$ cat config.mk
export PLATFORM = sky130hd
export DESIGN_NAME = pwr_seq_ctrl
export DESIGN_NICKNAME = d
export VERILOG_FILES = /design/src/rtl/pwr_seq_pkg.sv /design/src/rtl/pwr_seq_fsm.sv /design/src/rtl/pwr_seq_regs.sv /design/src/rtl/pwr_seq_ctrl.sv
export SDC_FILE = /design/constraint.sdc
export NUM_CORES = 1
export LEC_CHECK = 0
export BUFFER_PORTS_ARGS = -buffer_cell sky130_fd_sc_hd__buf_2
export CAP_MARGIN = 20
export CORE_MARGIN = 2
export CORE_UTILIZATION = 64
export CTS_BUF_LIST = sky130_fd_sc_hd__clkbuf_16
export CTS_CLUSTER_DIAMETER = 40
export DETAILED_ROUTE_END_ITERATION = 10
export PLACE_DENSITY_LB_ADDON = 0.3
export SLEW_MARGIN = 30
export SYNTH_ARGS = -nofsm -noshare
export SYNTH_HDL_FRONTEND = slang
export SYNTH_SLANG_ARGS = --single-unit
export TNS_END_PERCENT = 50
$ cat constraint.sdc
create_clock -name clk -period 6.97 [get_ports clk]
set_clock_uncertainty 0.1 [all_clocks]
set_input_delay 0.3485 -clock clk [delete_from_list [all_inputs] [get_ports clk]]
set_output_delay 0.3485 -clock clk [all_outputs]
set_load 0.1 [all_outputs]
$ cat src/rtl/pwr_seq_pkg.sv
package pwr_seq_pkg;

    localparam int OFS_W = 7;

    localparam logic [OFS_W-1:0] OFS_SW_DLY  = 7'h14;
    localparam logic [OFS_W-1:0] OFS_OFF_DLY = 7'h18;
    localparam logic [OFS_W-1:0] OFS_ON_DLY  = 7'h1C;
    localparam logic [OFS_W-1:0] OFS_CMD     = 7'h20;
    localparam logic [OFS_W-1:0] OFS_STAT    = 7'h24;
    localparam logic [OFS_W-1:0] OFS_GATES   = 7'h30;
    localparam logic [OFS_W-1:0] OFS_SWSTAT  = 7'h34;

    localparam int STAT_DONE_BIT  = 1;
    localparam int STAT_BUSY_BIT  = 3;
    localparam int STAT_STATE_LSB = 16;

    localparam logic [1:0] CODE_ON  = 2'd1;
    localparam logic [1:0] CODE_OFF = 2'd2;

    localparam int CMD_UP   = 1;
    localparam int CMD_DOWN = 2;

    typedef enum logic [3:0] {
        ST_IDLE,
        ST_UP_SW,
        ST_UP_ON,
        ST_UP_CLK,
        ST_UP_RST,
        ST_DN_CLK,
        ST_DN_ISO,
        ST_DN_OFF,
        ST_DN_SW
    } seq_st_e;

endpackage

$ cat src/rtl/pwr_seq_fsm.sv
module pwr_seq_fsm
    import pwr_seq_pkg::*;
#(
    parameter int DLY_W = 8
) (
    input  logic             clk,
    input  logic             rst_n,
    input  logic             req_up,
    input  logic             req_down,
    input  logic [DLY_W-1:0] dly_sw,
    input  logic [DLY_W-1:0] dly_on,
    input  logic [DLY_W-1:0] dly_off,
    output logic             busy,
    output logic             is_on,
    output logic             finish,
    output logic             sw_en,
    output logic             iso_en,
    output logic             clk_en,
    output logic             rst_rel
);

    typedef struct packed {
        seq_st_e          st;
        logic [DLY_W-1:0] cnt;
        logic             sw;
        logic             iso;
        logic             ck;
        logic             rls;
        logic             on;
    } fsm_t;

    fsm_t seq_d, seq_q;

    always_comb begin
        seq_d  = seq_q;
        finish = 1'b0;
        case (seq_q.st)
            ST_IDLE: begin
                if (req_up && !seq_q.on) begin
                    seq_d.sw  = 1'b1;
                    seq_d.cnt = dly_sw;
                    seq_d.st  = ST_UP_SW;
                end else if (req_down && seq_q.on) begin
                    seq_d.rls = 1'b0;
                    seq_d.st  = ST_DN_CLK;
                end
            end
            ST_UP_SW: begin
                if (seq_q.cnt == '0) begin
                    seq_d.cnt = dly_on;
                    seq_d.st  = ST_UP_ON;
                end else begin
                    seq_d.cnt = seq_q.cnt - 1'b1;
                end
            end
            ST_UP_ON: begin
                if (seq_q.cnt == '0) begin
                    seq_d.iso = 1'b0;
                    seq_d.st  = ST_UP_CLK;
                end else begin
                    seq_d.cnt = seq_q.cnt - 1'b1;
                end
            end
            ST_UP_CLK: begin
                seq_d.ck = 1'b1;
                seq_d.st = ST_UP_RST;
            end
            ST_UP_RST: begin
                seq_d.rls = 1'b1;
                seq_d.on  = 1'b1;
                seq_d.st  = ST_IDLE;
                finish    = 1'b1;
            end
            ST_DN_CLK: begin
                seq_d.ck = 1'b0;
                seq_d.st = ST_DN_ISO;
            end
            ST_DN_ISO: begin
                seq_d.iso = 1'b1;
                seq_d.cnt = dly_off;
                seq_d.st  = ST_DN_OFF;
            end
            ST_DN_OFF: begin
                if (seq_q.cnt == '0) begin
                    seq_d.cnt = dly_sw;
                    seq_d.st  = ST_DN_SW;
                end else begin
                    seq_d.cnt = seq_q.cnt - 1'b1;
                end
            end
            ST_DN_SW: begin
                if (seq_q.cnt == '0) begin
                    seq_d.sw = 1'b0;
                    seq_d.on = 1'b0;
                    seq_d.st = ST_IDLE;
                    finish   = 1'b1;
                end else begin
                    seq_d.cnt = seq_q.cnt - 1'b1;
                end
            end
            default: seq_d.st = ST_IDLE;
        endcase
    end

    always_ff @(posedge clk or negedge rst_n) begin
        if (!rst_n) begin
            seq_q <= '{st: ST_IDLE, cnt: '0, sw: 1'b0, iso: 1'b1,
                       ck: 1'b0, rls: 1'b0, on: 1'b0};
        end else begin
            seq_q <= seq_d;
        end
    end

    assign busy    = (seq_q.st != ST_IDLE);
    assign is_on   = seq_q.on;
    assign sw_en   = seq_q.sw;
    assign iso_en  = seq_q.iso;
    assign clk_en  = seq_q.ck;
    assign rst_rel = seq_q.rls;

    p_iso_when_unpowered_r3: assert property (@(posedge clk) disable iff (!rst_n)
        !sw_en |-> iso_en);

    p_no_clock_while_isolated_r3: assert property (@(posedge clk) disable iff (!rst_n)
        clk_en |-> !iso_en);

    p_reset_needs_clock_r4: assert property (@(posedge clk) disable iff (!rst_n)
        rst_rel |-> clk_en);

    p_busy_ends_with_flip_r5: assert property (@(posedge clk) disable iff (!rst_n)
        $fell(busy) |-> (is_on != $past(is_on)));

    p_same_state_ignored_r7: assert property (@(posedge clk) disable iff (!rst_n)
        (!busy && req_up && !req_down && is_on) |=> !busy);

endmodule

$ cat src/rtl/pwr_seq_regs.sv
module pwr_seq_regs
    import pwr_seq_pkg::*;
#(
    parameter int DW    = 32,
    parameter int DLY_W = 8
) (
    input  logic             clk,
    input  logic             rst_n,
    input  logic             wr_en,
    input  logic [OFS_W-1:0] ofs,
    input  logic [DW-1:0]    wdata,
    output logic [DW-1:0]    rdata,
    input  logic             busy,
    input  logic             is_on,
    input  logic             finish,
    input  logic             sw_en,
    input  logic             iso_en,
    input  logic             clk_en,
    input  logic             rst_rel,
    input  logic             sw_ack,
    output logic             req_up,
    output logic             req_down,
    output logic [DLY_W-1:0] dly_sw,
    output logic [DLY_W-1:0] dly_on,
    output logic [DLY_W-1:0] dly_off
);

    typedef struct packed {
        logic [DLY_W-1:0] sw_dly;
        logic [DLY_W-1:0] on_dly;
        logic [DLY_W-1:0] off_dly;
        logic             done;
    } bank_t;

    bank_t bank_d, bank_q;
    logic  stat_wr;

    assign req_up   = wr_en && (ofs == OFS_CMD) && (wdata == DW'(CMD_UP));
    assign req_down = wr_en && (ofs == OFS_CMD) && (wdata == DW'(CMD_DOWN));
    assign stat_wr  = wr_en && (ofs == OFS_STAT);

    always_comb begin
        bank_d = bank_q;
        if (wr_en) begin
            case (ofs)
                OFS_SW_DLY:  bank_d.sw_dly  = wdata[DLY_W-1:0];
                OFS_ON_DLY:  bank_d.on_dly  = wdata[DLY_W-1:0];
                OFS_OFF_DLY: bank_d.off_dly = wdata[DLY_W-1:0];
                default: ;
            endcase
        end
        if (finish) begin
            bank_d.done = 1'b1;
        end else if (stat_wr && wdata[STAT_DONE_BIT]) begin
            bank_d.done = 1'b0;
        end
    end

    always_ff @(posedge clk or negedge rst_n) begin
        if (!rst_n) begin
            bank_q <= '0;
        end else begin
            bank_q <= bank_d;
        end
    end

    always_comb begin
        rdata = '0;
        case (ofs)
            OFS_SW_DLY:  rdata[DLY_W-1:0] = bank_q.sw_dly;
            OFS_ON_DLY:  rdata[DLY_W-1:0] = bank_q.on_dly;
            OFS_OFF_DLY: rdata[DLY_W-1:0] = bank_q.off_dly;
            OFS_STAT: begin
                rdata[STAT_DONE_BIT] = bank_q.done;
                rdata[STAT_BUSY_BIT] = busy;
                rdata[STAT_STATE_LSB+1:STAT_STATE_LSB] = is_on ? CODE_ON : CODE_OFF;
            end
            OFS_GATES: begin
                rdata[0] = rst_rel;
                rdata[1] = clk_en;
                rdata[2] = iso_en;
            end
            OFS_SWSTAT: begin
                rdata[0] = sw_en;
                rdata[1] = sw_ack;
            end
            default: ;
        endcase
    end

    assign dly_sw  = bank_q.sw_dly;
    assign dly_on  = bank_q.on_dly;
    assign dly_off = bank_q.off_dly;

    p_done_w1c_r6: assert property (@(posedge clk) disable iff (!rst_n)
        (stat_wr && wdata[STAT_DONE_BIT] && !finish) |=> !bank_q.done);

    p_done_after_finish_r5: assert property (@(posedge clk) disable iff (!rst_n)
        finish |=> (bank_q.done && !busy));

    p_done_kept_r6: assert property (@(posedge clk) disable iff (!rst_n)
        (bank_q.done && !(stat_wr && wdata[STAT_DONE_BIT])) |=> bank_q.done);

endmodule

$ cat src/rtl/pwr_seq_ctrl.sv
module pwr_seq_ctrl
    import pwr_seq_pkg::*;
#(
    parameter int NUM_DOM = 3,
    parameter int ADDR_W  = 9,
    parameter int DW      = 32,
    parameter int DLY_W   = 8
) (
    input  logic               clk,
    input  logic               rst_n,
    input  logic               bus_we,
    input  logic [ADDR_W-1:0]  bus_addr,
    input  logic [DW-1:0]      bus_wdata,
    output logic [DW-1:0]      bus_rdata,
    input  logic [NUM_DOM-1:0] pd_sw_ack,
    output logic [NUM_DOM-1:0] pd_sw_en,
    output logic [NUM_DOM-1:0] pd_iso_en,
    output logic [NUM_DOM-1:0] pd_clk_en,
    output logic [NUM_DOM-1:0] pd_rst_n
);

    localparam int IDX_W = ADDR_W - OFS_W;

    logic [IDX_W-1:0]   dom_idx;
    logic [OFS_W-1:0]   dom_ofs;
    logic [NUM_DOM-1:0] dom_sel;
    logic [NUM_DOM-1:0] dom_busy;
    logic [DW-1:0]      dom_rd [NUM_DOM];

    assign dom_idx = bus_addr[ADDR_W-1:OFS_W];
    assign dom_ofs = bus_addr[OFS_W-1:0];

    for (genvar d = 0; d < NUM_DOM; d++) begin : g_dom
        logic             up, down, busy, on, fin;
        logic [DLY_W-1:0] dsw, don, doff;

        assign dom_sel[d]  = (dom_idx == IDX_W'(d));
        assign dom_busy[d] = busy;

        pwr_seq_regs #(.DW(DW), .DLY_W(DLY_W)) u_regs (
            .clk      (clk),
            .rst_n    (rst_n),
            .wr_en    (bus_we && dom_sel[d]),
            .ofs      (dom_ofs),
            .wdata    (bus_wdata),
            .rdata    (dom_rd[d]),
            .busy     (busy),
            .is_on    (on),
            .finish   (fin),
            .sw_en    (pd_sw_en[d]),
            .iso_en   (pd_iso_en[d]),
            .clk_en   (pd_clk_en[d]),
            .rst_rel  (pd_rst_n[d]),
            .sw_ack   (pd_sw_ack[d]),
            .req_up   (up),
            .req_down (down),
            .dly_sw   (dsw),
            .dly_on   (don),
            .dly_off  (doff)
        );

        pwr_seq_fsm #(.DLY_W(DLY_W)) u_fsm (
            .clk      (clk),
            .rst_n    (rst_n),
            .req_up   (up),
            .req_down (down),
            .dly_sw   (dsw),
            .dly_on   (don),
            .dly_off  (doff),
            .busy     (busy),
            .is_on    (on),
            .finish   (fin),
            .sw_en    (pd_sw_en[d]),
            .iso_en   (pd_iso_en[d]),
            .clk_en   (pd_clk_en[d]),
            .rst_rel  (pd_rst_n[d])
        );

        p_quiet_when_idle_r9: assert property (@(posedge clk) disable iff (!rst_n)
            (!dom_busy[d] && !(bus_we && dom_sel[d])) |=>
                ($stable(pd_sw_en[d]) && $stable(pd_iso_en[d]) &&
                 $stable(pd_clk_en[d]) && $stable(pd_rst_n[d])));
    end

    always_comb begin
        bus_rdata = '0;
        for (int d = 0; d < NUM_DOM; d++) begin
            if (dom_sel[d]) begin
                bus_rdata = dom_rd[d];
            end
        end
    end

endmodule

==> results.sh <==
export IMPL_core_area_mm2=0.0125
export IMPL_synth_edf_count=0
export IMPL_cp_slowest_cell="nor2_1"
export IMPL_die_w_um=117
export IMPL_intPower_mw=1.35
export IMPL_antenna_found_initial=0
export IMPL_period_share_pct=52.3
export IMPL_async_flop_share_pct=100
export IMPL_cts_buffers=17
export IMPL_cts_clk_slew_worst_paths_ns=0.05
export IMPL_cp_top_family="simple AND/OR/NAND/NOR gates"
export IMPL_die_y_um=117
export IMPL_place_ws_ns=3.36
export IMPL_cpMostUsedCell="buf_2"
export IMPL_crit_buf_inv=2
export IMPL_drive_above_1_share_pct=23.1
export IMPL_crit_path_max_fanout=20
export IMPL_combPwrFrac_pct=14.6
export IMPL_syn_to_final_growth_pct=8.95
export IMPL_crit_chain="buf_2 > or3b_2 > nor2_1 > a22oi_1 > a311o_1 > o21ai_0 > buf_2"
export IMPL_synthDistinctLibCells=80
export IMPL_io_pins=91
export IMPL_route_met2_wl_um=11300
export IMPL_yosys_area_share_xor_xnor_pct=0.322
export IMPL_port_buffers=68
export IMPL_ctsHtreeMaxLevel=4
export IMPL_most_common_layout_cells="dfrtp_1, mux2_2, nor2_1"
export IMPL_syn_inst=879
export IMPL_synth_area_mm2=0.00816
export IMPL_diodes=0
export IMPL_yosys_area_share_simple_pct=18.4
export IMPL_synth_top_family_by_area="compound AO/OA/AOI/OAI gates"
export IMPL_via_per_inst=6.68
export IMPL_rsz0062_at_grt="no"
export IMPL_max_stage_delay_ns=0.68
export IMPL_p_clk_share_pct=43.6
export IMPL_cts_root_buf="clkbuf_16"
export IMPL_cts_sinks=126
export IMPL_p_per_area_mw_per_mm2=214
export IMPL_start_util_pct=65.2
export IMPL_p_switching_mw=0.559
export IMPL_crit_type="input pin to output pin"
export IMPL_ys_warn_count=0
export IMPL_hpwlAfterDp_um=17500
export IMPL_synthAdderAreaFrac_pct=0.889
export IMPL_nets=949
export IMPL_wl_met3_um=1700
export IMPL_setup_worst_path_start_class="input pin"
export IMPL_drc=0
export IMPL_worst_pin_slew_ns=1.04
export IMPL_synth_top_area_cell="dfrtp_1"
export IMPL_p_seq_share_pct=41.8
export IMPL_grt_pass1_wl_um=37200
export IMPL_drt_iter0_drc=821
export IMPL_grt_max_degree=86
export IMPL_synth_avg_cell_area_um2=9.29
export IMPL_arrival_ns=3.20
export IMPL_min_period_ns=3.65
export IMPL_routed_top_layer="met4"
export IMPL_clk_insertion_delay_late_ns=0.43
export IMPL_dr_pass1_iters=5
export IMPL_setup_viol=0
export IMPL_final_common_cell="dfrtp_1"
export IMPL_rows=41
export IMPL_fmax_mhz=274
export IMPL_fin_util_pct=71.1
export IMPL_ir_worst_vdd_mv=0.151
export IMPL_yosysTopAreaCellShare_pct=37.7
export IMPL_overflow=0
export IMPL_hold_class="input pin to register"
export IMPL_vias=7232
export IMPL_dieArea_mm2=0.0137
export IMPL_setup_ws_ns=3.32
export IMPL_ys_seq_elements=126
export IMPL_met1_length_um=9850
export IMPL_first_global_vias=6942
export IMPL_clock_path_buffers=2
export IMPL_grt_usage_pct=36.1
export IMPL_synth_flop_cell="dfrtp_1"
export IMPL_swShare_pct=29.3
export IMPL_synth_compound_area_share_pct=21.6
export IMPL_synthTopCellsByArea="dfrtp_1, mux2_2, nor2_1"
export IMPL_post_drt_wl_per_cell_um=22.2
export IMPL_critPathRequiredTime_ns=6.52
export IMPL_outcome="finished clean"
export IMPL_cts_tree="yes"
export IMPL_p_leak_nw=3.93
export IMPL_setup_worst_path_end_class="output pin"
export IMPL_timing_final_max_slew_violations=0
export IMPL_synth_mux_area_share_pct=13.2
export IMPL_cts_resized=0
export IMPL_seq_area_frac_synth_pct=38.7
export IMPL_routabilityCongestion=1.00
export IMPL_postRouteAntennaNets=0
export IMPL_drv_cap=0
export IMPL_routed_wl_um=24000
export IMPL_finalHoldViolCount=0
export IMPL_relSlewSlack_pct=30.2
export IMPL_setup_tns_ns=0
## layer usage
layer	track usage (%)	vias to the layer above
li1	-	3261
met1	47.5	3528
met2	57.5	365
met3	7.62	78
met4	17.1	0
met5	0	-
## power by group through the flow
stage | combinational (mW) | sequential (mW) | clock (mW)
detailed placement | 0.272 | 0.808 | 0
global placement | 0.263 | 0.806 | 0
CTS | 0.275 | 0.795 | 0.833
floorplan | 0.224 | 0.784 | 0
finish | 0.278 | 0.797 | 0.832
global route | 0.299 | 0.800 | 0.871
## final cells by class
class | count | area, um^2
well taps | 172 | 215
multi-input cells | 665 | 4540
inverters | 15 | 56.3
clock inverters | 15 | 120
fillers | 1015 | 3620
clock buffers | 17 | 425
repair buffers | 72 | 379
flip-flops and latches | 126 | 3160
## worst reg2reg max path: cells and delay by family (launching register included)
kind               cells  cell delay, ns
and+or+nand+nor        4            1.93
DFF                    1            0.42
muxes                  1            0.27
AOI/OAI and AO/OA      1            0.16
## cells by family after synthesis
family / after synthesis
adders and majority gates: 6
AOI/OAI and AO/OA: 249
muxes: 97
other: 1
buffers and inverters: 109
DFF: 126
xor gates and xnor gates: 3
and+or+nand+nor: 288
## sequential cells by signal (all words and copies together), names as in the netlist
name                  count
g_dom.u_regs.dly_off     24
g_dom.u_regs.bank_q       3
g_dom.u_fsm.seq_q        36
g_dom.u_fsm.sw_en         3
g_dom.u_fsm.is_on         3
g_dom.u_fsm.clk_en        3
g_dom.u_regs.dly_sw      24
g_dom.u_fsm.iso_en        3
g_dom.u_fsm.rst_rel       3
g_dom.u_regs.dly_on      24
## path summary, 6_finish.rpt
kind | to | start | cells past startpoint | slack (ns)
worst min register to register | g_dom[0].u_regs.bank_q[0] | g_dom[0].u_regs.bank_q[0] | 2 | 0.41
worst min-delay path | g_dom[1].u_regs.bank_q[0] | bus_we | 4 | 0.25
min in group asynchronous | g_dom[0].u_fsm.seq_q[8] | rst_n | 2 | 0.37
worst max register to register | g_dom[2].u_fsm.seq_q[6] | g_dom[2].u_fsm.seq_q[8] | 6 | 4.00
max in group asynchronous | g_dom[2].u_regs.dly_on[7] | rst_n | 3 | 5.22
worst max-delay path | bus_rdata[4] | bus_addr[2] | 7 | 3.32
## cell usage after synthesis, drive strengths merged (4+ instances only)
| master | n |
|---|---|
| dfrtp | 123 |
| mux2 | 87 |
| nor2 | 77 |
| nand2 | 61 |
| o21ai | 58 |
| buf | 48 |
| clkbuf | 46 |
| a21oi | 43 |
| nor3 | 31 |
| a22oi | 28 |
| nor2b | 24 |
| o31ai | 19 |
| nand2b | 18 |
| inv | 15 |
| a221oi | 14 |
| a22o | 14 |
| nand3 | 12 |
| nor4 | 11 |
| mux2i | 10 |
| a211oi | 9 |
| a31oi | 9 |
| and3 | 9 |
| o22ai | 9 |
| a222oi | 8 |
| o21a | 7 |
| and2 | 6 |
| ha | 5 |
| nand3b | 5 |
| nor3b | 5 |
| or2 | 5 |
| or3 | 5 |
| nand4 | 4 |
| nor4b | 4 |
## timing repair
item,4_1_cts,5_1_grt
hold buffers,1,0
buffers inserted,0,0
hold endpoints to repair,39,0
endpoints found under the setup margin,0,0
## per-stage QoR
stage | power [mW] | area, um^2 | cells | hold slack (ns)
finish | 1.91 | 8890 | 1082 | 0.253
global route | 1.97 | 8890 | 1082 | 0.262
CTS | 1.90 | 8890 | 1082 | 0.246
detailed placement | 1.08 | 8340 | 1049 | 0.281
global placement | 1.07 | 8320 | 1049 | 0.267
floorplan | 1.01 | 8240 | 900 | -0.0471
Note: power is estimated with default switching activity, not from simulation.
